## src/rtl/nh_pkg.sv

```systemverilog
package nh_pkg;

  function automatic int unsigned max2(input int unsigned a, input int unsigned b);
    return (a > b) ? a : b;
  endfunction

  // Saturating increment: never exceeds cap.
  function automatic int unsigned sat_inc(input int unsigned v, input int unsigned cap);
    return (v >= cap) ? cap : v + 1;
  endfunction

  // Strictly above a limit.
  function automatic logic over(input int unsigned v, input int unsigned lim);
    return v > lim;
  endfunction

  // Pair that belongs to an oscillating pattern.
  function automatic logic alt_pair(input logic [1:0] p);
    return (p == 2'b01) || (p == 2'b10);
  endfunction

endpackage

```

## src/rtl/nh_run_counter.sv

```systemverilog
module nh_run_counter #(
  parameter int unsigned CNT_W   = 8,
  parameter int unsigned CNT_MAX = 255
) (
  input  logic             clk_i,
  input  logic             rst_ni,
  input  logic             en_i,
  input  logic             valid_i,
  input  logic             bit_i,
  output logic [CNT_W-1:0] cnt_q_o,
  output logic [CNT_W-1:0] cnt_d_o
);
  logic             prev_q, prev_d, have_q, have_d;
  logic [CNT_W-1:0] cnt_q, cnt_d;
  logic             run_break, run_extend;

  assign run_break  = en_i && valid_i && have_q && (bit_i != prev_q);
  assign run_extend = en_i && valid_i && have_q && (bit_i == prev_q);

  always_comb begin
    cnt_d  = cnt_q;
    prev_d = prev_q;
    have_d = have_q;
    if (!en_i) begin
      cnt_d  = '0;
      prev_d = 1'b0;
      have_d = 1'b0;
    end else if (valid_i) begin
      have_d = 1'b1;
      prev_d = bit_i;
      if (run_extend) cnt_d = CNT_W'(nh_pkg::sat_inc(32'(cnt_q), CNT_MAX));
      else            cnt_d = CNT_W'(1);
    end
  end

  always_ff @(posedge clk_i or negedge rst_ni) begin
    if (!rst_ni) begin
      cnt_q  <= '0;
      prev_q <= 1'b0;
      have_q <= 1'b0;
    end else begin
      cnt_q  <= cnt_d;
      prev_q <= prev_d;
      have_q <= have_d;
    end
  end

  assign cnt_q_o = cnt_q;
  assign cnt_d_o = cnt_d;

  p_run_restart_r1: assert property (@(posedge clk_i) disable iff (!rst_ni)
    run_break |=> (cnt_q == CNT_W'(1)));

  p_no_wrap_r8: assert property (@(posedge clk_i) disable iff (!rst_ni)
    run_extend |=> (cnt_q >= $past(cnt_q)));
endmodule

```

## src/rtl/nh_pair_counter.sv

```systemverilog
module nh_pair_counter #(
  parameter int unsigned CNT_W   = 8,
  parameter int unsigned CNT_MAX = 255
) (
  input  logic             clk_i,
  input  logic             rst_ni,
  input  logic             en_i,
  input  logic             valid_i,
  input  logic             bit_i,
  output logic [CNT_W-1:0] cnt_d_o
);
  logic             half_q, half_d, first_q, first_d;
  logic [1:0]       last_q, last_d, pair;
  logic [CNT_W-1:0] cnt_q, cnt_d;
  logic             pair_done, pair_alt, pair_repeat;

  assign pair        = {first_q, bit_i};
  assign pair_done   = en_i && valid_i && half_q;
  assign pair_alt    = nh_pkg::alt_pair(pair);
  assign pair_repeat = (cnt_q != '0) && (pair == last_q);

  always_comb begin
    half_d  = half_q;
    first_d = first_q;
    last_d  = last_q;
    cnt_d   = cnt_q;
    if (!en_i) begin
      half_d  = 1'b0;
      first_d = 1'b0;
      last_d  = 2'b00;
      cnt_d   = '0;
    end else if (valid_i) begin
      if (!half_q) begin
        half_d  = 1'b1;
        first_d = bit_i;
      end else begin
        half_d = 1'b0;
        last_d = pair;
        if (!pair_alt)        cnt_d = '0;
        else if (pair_repeat) cnt_d = CNT_W'(nh_pkg::sat_inc(32'(cnt_q), CNT_MAX));
        else                  cnt_d = CNT_W'(1);
      end
    end
  end

  always_ff @(posedge clk_i or negedge rst_ni) begin
    if (!rst_ni) begin
      half_q  <= 1'b0;
      first_q <= 1'b0;
      last_q  <= 2'b00;
      cnt_q   <= '0;
    end else begin
      half_q  <= half_d;
      first_q <= first_d;
      last_q  <= last_d;
      cnt_q   <= cnt_d;
    end
  end

  assign cnt_d_o = cnt_d;

  p_pair_clear_r2: assert property (@(posedge clk_i) disable iff (!rst_ni)
    (pair_done && !pair_alt) |=> (cnt_q == '0));

  p_first_half_hold_r2: assert property (@(posedge clk_i) disable iff (!rst_ni)
    (en_i && valid_i && !half_q) |=> (cnt_q == $past(cnt_q)));
endmodule

```

## src/rtl/nh_judge.sv

```systemverilog
module nh_judge #(
  parameter int unsigned NSRC       = 2,
  parameter int unsigned CNT_W      = 8,
  parameter int unsigned RUN_SOLO   = 64,
  parameter int unsigned PAIR_SOLO  = 32,
  parameter int unsigned RUN_BOTH   = 32,
  parameter int unsigned PAIR_BOTH  = 16
) (
  input  logic [NSRC-1:0][CNT_W-1:0] run_cnt_i,
  input  logic [NSRC-1:0][CNT_W-1:0] pair_cnt_i,
  output logic                       fault_o
);
  logic [NSRC-1:0] run_solo, pair_solo, run_both, pair_both;
  logic            solo_hit, joint_hit;

  for (genvar s = 0; s < NSRC; s++) begin : g_src
    assign run_solo[s]  = nh_pkg::over(32'(run_cnt_i[s]),  RUN_SOLO);
    assign pair_solo[s] = nh_pkg::over(32'(pair_cnt_i[s]), PAIR_SOLO);
    assign run_both[s]  = nh_pkg::over(32'(run_cnt_i[s]),  RUN_BOTH);
    assign pair_both[s] = nh_pkg::over(32'(pair_cnt_i[s]), PAIR_BOTH);
  end

  assign solo_hit  = (|run_solo) || (|pair_solo);
  assign joint_hit = (&run_both) || (&pair_both);
  assign fault_o   = solo_hit || joint_hit;
endmodule

```

## src/rtl/noise_health_mon.sv

```systemverilog
module noise_health_mon #(
  parameter int unsigned RUN_SOLO  = 64,
  parameter int unsigned PAIR_SOLO = 32,
  parameter int unsigned RUN_BOTH  = 32,
  parameter int unsigned PAIR_BOTH = 16
) (
  input  logic       clk_i,
  input  logic       rst_ni,
  input  logic       en_i,
  input  logic [1:0] noise_i,
  input  logic [1:0] valid_i,
  output logic       seed_err_o,
  output logic       seed_err_set_o
);
  localparam int unsigned NSRC    = 2;
  localparam int unsigned LIM_MAX = nh_pkg::max2(nh_pkg::max2(RUN_SOLO, PAIR_SOLO),
                                                 nh_pkg::max2(RUN_BOTH, PAIR_BOTH));
  localparam int unsigned CNT_W   = $clog2(LIM_MAX + 1) + 1;
  localparam int unsigned CNT_MAX = (1 << CNT_W) - 1;

  logic [NSRC-1:0][CNT_W-1:0] run_next, run_now, pair_next;
  logic                       fault, err_q, set_q, err_rise;

  for (genvar s = 0; s < NSRC; s++) begin : g_src
    nh_run_counter #(.CNT_W(CNT_W), .CNT_MAX(CNT_MAX)) run_i (
      .clk_i(clk_i), .rst_ni(rst_ni), .en_i(en_i),
      .valid_i(valid_i[s]), .bit_i(noise_i[s]),
      .cnt_q_o(run_now[s]), .cnt_d_o(run_next[s])
    );
    nh_pair_counter #(.CNT_W(CNT_W), .CNT_MAX(CNT_MAX)) pair_i (
      .clk_i(clk_i), .rst_ni(rst_ni), .en_i(en_i),
      .valid_i(valid_i[s]), .bit_i(noise_i[s]),
      .cnt_d_o(pair_next[s])
    );
  end

  nh_judge #(
    .NSRC(NSRC), .CNT_W(CNT_W),
    .RUN_SOLO(RUN_SOLO), .PAIR_SOLO(PAIR_SOLO),
    .RUN_BOTH(RUN_BOTH), .PAIR_BOTH(PAIR_BOTH)
  ) judge_i (
    .run_cnt_i(run_next), .pair_cnt_i(pair_next), .fault_o(fault)
  );

  assign err_rise = en_i && fault && !err_q;

  always_ff @(posedge clk_i or negedge rst_ni) begin
    if (!rst_ni) begin
      err_q <= 1'b0;
      set_q <= 1'b0;
    end else begin
      err_q <= en_i && fault;
      set_q <= err_rise;
    end
  end

  assign seed_err_o     = err_q;
  assign seed_err_set_o = set_q;

  p_set_on_rise_r6: assert property (@(posedge clk_i) disable iff (!rst_ni)
    seed_err_set_o |-> (seed_err_o && !$past(seed_err_o)));

  p_set_single_r6: assert property (@(posedge clk_i) disable iff (!rst_ni)
    seed_err_set_o |=> !seed_err_set_o);

  p_disable_clears_r7: assert property (@(posedge clk_i) disable iff (!rst_ni)
    !en_i |=> (!seed_err_o && !seed_err_set_o && (run_now == '0)));

  p_idle_hold_r9: assert property (@(posedge clk_i) disable iff (!rst_ni)
    (en_i && (valid_i == 2'b00)) |=> $stable(seed_err_o));
endmodule

```

## config.mk

```make
export PLATFORM = sky130hd
export DESIGN_NAME = noise_health_mon
export DESIGN_NICKNAME = d
export VERILOG_FILES = /design/src/rtl/nh_pkg.sv /design/src/rtl/nh_run_counter.sv /design/src/rtl/nh_pair_counter.sv /design/src/rtl/nh_judge.sv /design/src/rtl/noise_health_mon.sv
export SDC_FILE = /design/constraint.sdc
export NUM_CORES = 1
export LEC_CHECK = 0
export BUFFER_PORTS_ARGS = -buffer_cell sky130_fd_sc_hd__buf_4
export CORE_MARGIN = 2
export CORE_UTILIZATION = 55
export DETAILED_ROUTE_END_ITERATION = 10
export GPL_TIMING_DRIVEN = 0
export PLACE_DENSITY = 0.72
export SYNTH_ARGS = -nofsm -noshare
export SYNTH_HDL_FRONTEND = slang
export SYNTH_SLANG_ARGS = --single-unit
export TNS_END_PERCENT = 20
```

## constraint.sdc

```tcl
create_clock -name clk_i -period 4.6 [get_ports clk_i]
set_input_delay 0.92 -clock clk_i [delete_from_list [all_inputs] [get_ports clk_i]]
set_output_delay 0.92 -clock clk_i [all_outputs]
set_load 0.02 [all_outputs]
```

; ---- After elaboration in Yosys (flattened, before gate mapping)
; Index checks and enable logic that the tools add are counted.
[word_totals]
register_bits = 46
in_bits = 7
word_cells = 118
out_inout_bits = 2
[op_classes]
n_reduce_logical = 26
n_addsub = 4
mux = 46
n_lt_le_gt_ge = 12
n_eq_ne = 14
[ops]
columns = operator, count
row1 = $mux W8, 20
row2 = $add A8 B1 Y8 const B, 4
row3 = $ge A8 B8 Y1 const B, 4
row4 = $gt A8 B6 Y1 const B, 4
row5 = $mux W1, 20
row6 = $gt A8 B5 Y1 const B, 2
row7 = $gt A8 B7 Y1 const B, 2
row8 = $reduce_bool A8 Y1, 2
row9 = $mux W2, 6
row10 = $reduce_and A2 Y1, 6
row11 = $logic_and A1 B1 Y1, 10
row12 = $ne A2 B1 Y1 const B, 4
row13 = $logic_or A1 B1 Y1, 5
row14 = $eq A2 B1 Y1 const B, 2
row15 = $eq A2 B2 Y1, 2
row16 = $eq A2 B2 Y1 const B, 2
row17 = $ne A2 B2 Y1 const B, 2
row18 = $reduce_or A2 Y1, 2
row19 = $eq A1 B1 Y1, 2
row20 = $logic_not A1 Y1, 1

; ---- Depth between registers and ports, before layout
[logic_depth]
depth_word = 13
mapped_depth = 10
depth_no_buf = 10

; ---- Hierarchy
; A second synthesis with hierarchy kept.
[unflattened]
cells_unflattened = 310
hier_area_um2 = 2817.7
[by_module_without_submodules]
columns = module, n_inst, area_per_inst_um2, seq_area_each_um2, cells_each
row1 = nh_pair_counter, 2, 732.0, 300.3, 83
row2 = nh_run_counter, 2, 564.3, 250.2, 60
row3 = nh_judge, 1, 160.2, 0.0, 20
row4 = noise_health_mon, 1, 65.1, 50.0, 4

; ---- Worst setup path before layout
; Ideal clock, no wire load.
[synth_path]
kind = input -> register
start = input noise_i[0]
end = register set_q, in the netlist seed_err_set_o
slack_ns = 1.713
n_path_buf = 2
required_time_ns = 4.516
setup_ns = 0.084
cell_stages = 10
arrival_ns = 2.803
cell_sequence = buf_6 -> xor2_1 -> or2_4 -> or4b_4 -> buf_6 -> o22ai_2 -> o211ai_2 -> a21boi_0 -> o21ai_0 -> a41oi_2
[synth_between]
elab_chain_len = 13
elab_cells_between_ends = 28
classes_between = 4 x order compare / 4 x eq/ne / 8 x mux / 12 x reduce/logical
[synth_rtl]
columns = element, line_no
row1 = from (decl), noise_health_mon.sv:10  ; input logic [1:0] noise_i,
row2 = $eq A2 B2 Y1, nh_pair_counter.sv:20  ; assign pair_repeat = (cnt_q != '0) && (pair == last_q);
row3 = $logic_and A1 B1 Y1, nh_pair_counter.sv:20
row4 = $mux W8, nh_pair_counter.sv:40  ; else if (pair_repeat) cnt_d = CNT_W'(nh_pkg::sat_inc(32'(cnt_q), CNT_MAX));
row5 = $mux W8, nh_pair_counter.sv:39  ; if (!pair_alt) cnt_d = '0;
row6 = $mux W8, nh_pair_counter.sv:33  ; if (!half_q) begin
row7 = $mux W8, nh_pair_counter.sv:32  ; end else if (valid_i) begin
row8 = $mux W8, nh_pair_counter.sv:27  ; if (!en_i) begin
row9 = $gt A8 B6 Y1 / $gt A8 B5 Y1 (equally long branches), nh_pkg.sv:14  ; return v > lim;
row10 = $reduce_or A2 Y1 / $reduce_and A2 Y1 (equally long branches), "nh_judge.sv:23, nh_judge.sv:24"
row11 = $logic_or A1 B1 Y1 (on tied branches), "nh_judge.sv:23, nh_judge.sv:24"
row12 = $logic_or A1 B1 Y1 (*), nh_judge.sv:25  ; assign fault_o = solo_hit || joint_hit;
row13 = $logic_and A1 B1 Y1 (*) (2 in a row), noise_health_mon.sv:45  ; assign err_rise = en_i && fault && !err_q;
row14 = named net err_rise, noise_health_mon.sv:22  ; logic fault, err_q, set_q, err_rise;
row15 = to (signal assigned), noise_health_mon.sv:53  ; set_q <= err_rise;
row16 = to (decl), noise_health_mon.sv:22
; Mark *: on every way through the listed nets, which the timed path passes. The rest lies on a longest branch.
; A chain may end at the register's enable or synchronous reset.

; ---- Worst setup path in the final report
[layout_path]
start = input en_i
end = register set_q, in the netlist seed_err_set_o
[layout_between]
elab_chain_len = 12
elab_cells_between_ends = 31
classes_between = 8 x order compare / 8 x mux / 15 x reduce/logical
[layout_rtl]
columns = element, line_no
row1 = from (decl), noise_health_mon.sv:9  ; input logic en_i,
row2 = $logic_and A1 B1 Y1, nh_run_counter.sv:18  ; assign run_extend = en_i && valid_i && have_q && (bit_i == prev_q);
row3 = $logic_and A1 B1 Y1, --
row4 = $logic_and A1 B1 Y1, nh_run_counter.sv:18
row5 = $mux W8, nh_run_counter.sv:31  ; if (run_extend) cnt_d = CNT_W'(nh_pkg::sat_inc(32'(cnt_q), CNT_MAX));
row6 = $mux W8, nh_run_counter.sv:28  ; end else if (valid_i) begin
row7 = $mux W8, nh_run_counter.sv:24  ; if (!en_i) begin
row8 = $gt A8 B7 Y1 / $gt A8 B6 Y1 (equally long branches), nh_pkg.sv:14
row9 = $reduce_or A2 Y1 / $reduce_and A2 Y1 (equally long branches), "nh_judge.sv:23, nh_judge.sv:24"
row10 = $logic_or A1 B1 Y1 (on tied branches), "nh_judge.sv:23, nh_judge.sv:24"
row11 = $logic_or A1 B1 Y1, nh_judge.sv:25
row12 = $logic_and A1 B1 Y1 (*) (2 in a row), noise_health_mon.sv:45
row13 = named net err_rise, noise_health_mon.sv:22
; Marked as above.

==> flow_summary.yaml <==
routing:
  routed_wl_mm: 6.61
  vias: 2566
  drtIter0Drc: 186
  post_drt_wl_per_cell_um: 15.6
  drc: 0
  viasPerCell: 6.07
  dr.pass1.iters: 5
  ant_nets: 0
hold_path:
  min_path_cells: 1
  holdPathEnd: "seed_err_set_o"
  hp-class: "reg -> reg"
  min_from: "seed_err_o"
worst_setup_path:
  worst_path_max_delay_cell: "clkbuf_1"
  reg2regPathDepth: 9
  crit_required_ns: 4.83
  critPathLaunchType: "primary input"
  critical-path-top-delay-family: "buffers and inverters"
  reg2reg_from: "g_src[1].run_i.cnt_q_o[0]"
  slowest_delay_ns: 0.49
  arrival_ns: 3.19
  cp_max_fo: 10
  cp_num_buf_inv: 3
  crit_path_end_kind: "flop"
  rrSetupSlack_ns: 1.90
  worstSetupPathType: "in -> reg"
  cp_cell_sequence: "buf_4 > clkbuf_1 > clkbuf_1 > o21ai_0 > or3b_2 > nand3_1 > a21boi_0 > o21ai_0 > a41oi_2"
  regToRegEndpoint: "seed_err_set_o"
layout:
  fillCellCount: 455
  stdcell_area_sq_mm: 0.00321
  nets: 365
  multiInputGateArea_sq_mm: 0.00165
  n_antenna_cell: 0
  seq_area_sq_mm: 0.00115
  area_growth_syn_to_layout_pct: 9.37
  drive_gt1_frac: 0.0935
outcome:
  status: "finished, final reports clean"
clocking:
  cts-hold-fix-buffers: 0
  clkSinkCount: 46
  insertion_delay_ns: 0.31
  h-tree-depth: 2
  postCtsSetupBuffers: 0
  cts_buffer_depth: 2
  cts_root_buf: "clkbuf_8"
  cts_resized: 0
  path_clk_slew_ns: 0.09
  cts_buffers: 5
  tritoncts: "yes"
grt:
  grt.overflow.total: 0
  grt_max_degree: 47
  grt.total_usage: 0.236
  grt_pass1_vias: 2444
  antenna_found_initial: 0
  grt_first_pass_wirelength_mm: 11.5
place:
  gp_congestion: 0.862
  port_buffers: 6
  hpwl_mm: 4.61
  placed_cell_area_sq_mm: 0.00307
sta:
  fmax_ghz: 0.338
  finClkSkew_ns: 0.00870
  period_minus_slack_ns: 2.96
  tns_ns: 0
  rsz0062_at_grt: "no"
  hold_viol_final: 0
  finalMaxSlewViolations: 0
  fin_crit_sh: 0.643
  relSlewSlack: 0.498
  fin_hold_ws_ns: 0.489
  setup-violations-final: 0
  worst_pin_slew_ns: 0.748
synthesis:
  syn_inst: 339
  synth_area_sq_mm: 0.00294
  synth_commonest_cells: "dfrtp_1, nand2_1, nand3_1, nor2_1, a21oi_1"
  synth.largest_area_cell: "dfrtp_1"
  ys_ff_latch: 46
  synth_edf_count: 0
  ys_seq_area_frac: 0.392
  synth_ff_type: "dfrtp_1"
  synth_top_area_share: 0.392
  avgSynthCellArea_sq_um: 8.67
  yosysMostFrequentCell: "dfrtp_1"
  synth_cell_types: 62
  ys_warn_count: 0
  synthTopCellsByArea: "dfrtp_1, nand3_1, nand2_1"
  synthArstFlopShare: 1.00
  synth_fp_nets: 352
power_and_ir_drop:
  power_density_mw_per_mm2: 273
  max-vdd-ir-drop_uv: 227
  totalPowerFinal_mw: 0.877
  leakage_nw: 1.40
floorplan:
  design.core.area_sq_mm: 0.00514
  initial_core_util: 0.572
  ios: 9
  dieArea_sq_mm: 0.00594
  die_y_um: 77.1
  die_w_um: 77.1
  num_rows: 26
run:
  cap_viol_max_count: 0
-- worst max path at each step --
stage / from / end / slack (ns) / cells past startpoint
after global placement: en_i / seed_err_set_o / 1.36 / 9
after detailed placement: en_i / seed_err_set_o / 1.32 / 9
after floorplan: noise_i[0] / seed_err_set_o / 1.71 / 10
after CTS: en_i / seed_err_set_o / 1.64 / 9
after global routing: en_i / seed_err_set_o / 1.47 / 9
final: en_i / seed_err_set_o / 1.64 / 9
-- report_power, final --
| part | switching (mW) | leakage (nW) | total [mW] | internal, mW |
|---|---|---|---|---|
| clock network | 0.145 | 0.0714 | 0.376 | 0.232 |
| logic | 0.0514 | 0.701 | 0.0802 | 0.0288 |
| registers | 0.00809 | 0.631 | 0.420 | 0.412 |
-- worst reg2reg max path: stages, from the launching register on --
cell and delay (ns):
dfrtp_1 0.43, ha_1 0.25, and4_1 0.20, clkbuf_1 0.23
a211oi_1 0.12, o22a_1 0.23, or4_1 0.59, a211o_1 0.32
nand2_1 0.10, a41oi_2 0.10
-- routing by layer --
layer / vias to the layer above / global-route usage / wire [um]
met4: 0 / 0.0679 / 93
met1: 1236 / 0.325 / 3200
li1: 1276 / - / -
met2: 43 / 0.387 / 3100
met5: - / 0 / 0
met3: 11 / 0.0376 / 219
-- layout make-up --
cell class,instances,share of cell area
Inverter,15,0.0175
Multi-Input combinational cell,262,0.514
Tap cell,70,0.0272
Sequential cell,46,0.358
Timing Repair Buffer,6,0.0140
Buffer,16,0.0249
Clock buffer,6,0.0257
Clock inverter,2,0.0187
-- cells in the final DEF, fill, tap and decap left out, types with 8 or more instances in the layout --
cell / instances
dfrtp_1: 46
nand2_1: 32
nand3_1: 24
nor2_1: 21
a21oi_1: 17
o21ai_0: 16
inv_1: 15
nor3_1: 13
clkbuf_1: 9
nand4_1: 9
and3_1: 8
a21boi_0: 8
-- flip-flops by register name, indices dropped and copies added, names as in the netlist --
name	flops
g_src.pair_i.last_q	4
seed_err_o	1
g_src.run_i.prev_q	2
seed_err_set_o	1
g_src.run_i.have_q	2
g_src.pair_i.first_q	2
g_src.pair_i.cnt_q	16
g_src.run_i.cnt_q_o	16
g_src.pair_i.half_q	2
-- stage by stage --
| stage | util | setup WS, ns | std cells |
|---|---|---|---|
| 6_report | 0.625 | 1.64 | 423 |
| 2_1_floorplan | - | 1.71 | 339 |
| 3_3_place_gp | 0.598 | 1.36 | 415 |
| 5_1_grt | 0.625 | 1.47 | 423 |
| 3_5_place_dp | 0.598 | 1.32 | 415 |
| 4_1_cts | 0.625 | 1.64 | 423 |
-- cells by family after synthesis --
family	count (synthesis)	synth area share
AO/OA/AOI/OAI	99	0.235
buffers and inverters	31	0.0464
flip-flops	46	0.392
multiplexers	4	0.0136
XOR/XNOR	11	0.0353
AND/OR/NAND/NOR	142	0.252
adder cells (fa/ha/maj)	6	0.0255
No activity file was read; power rests on OpenSTA's default activity.
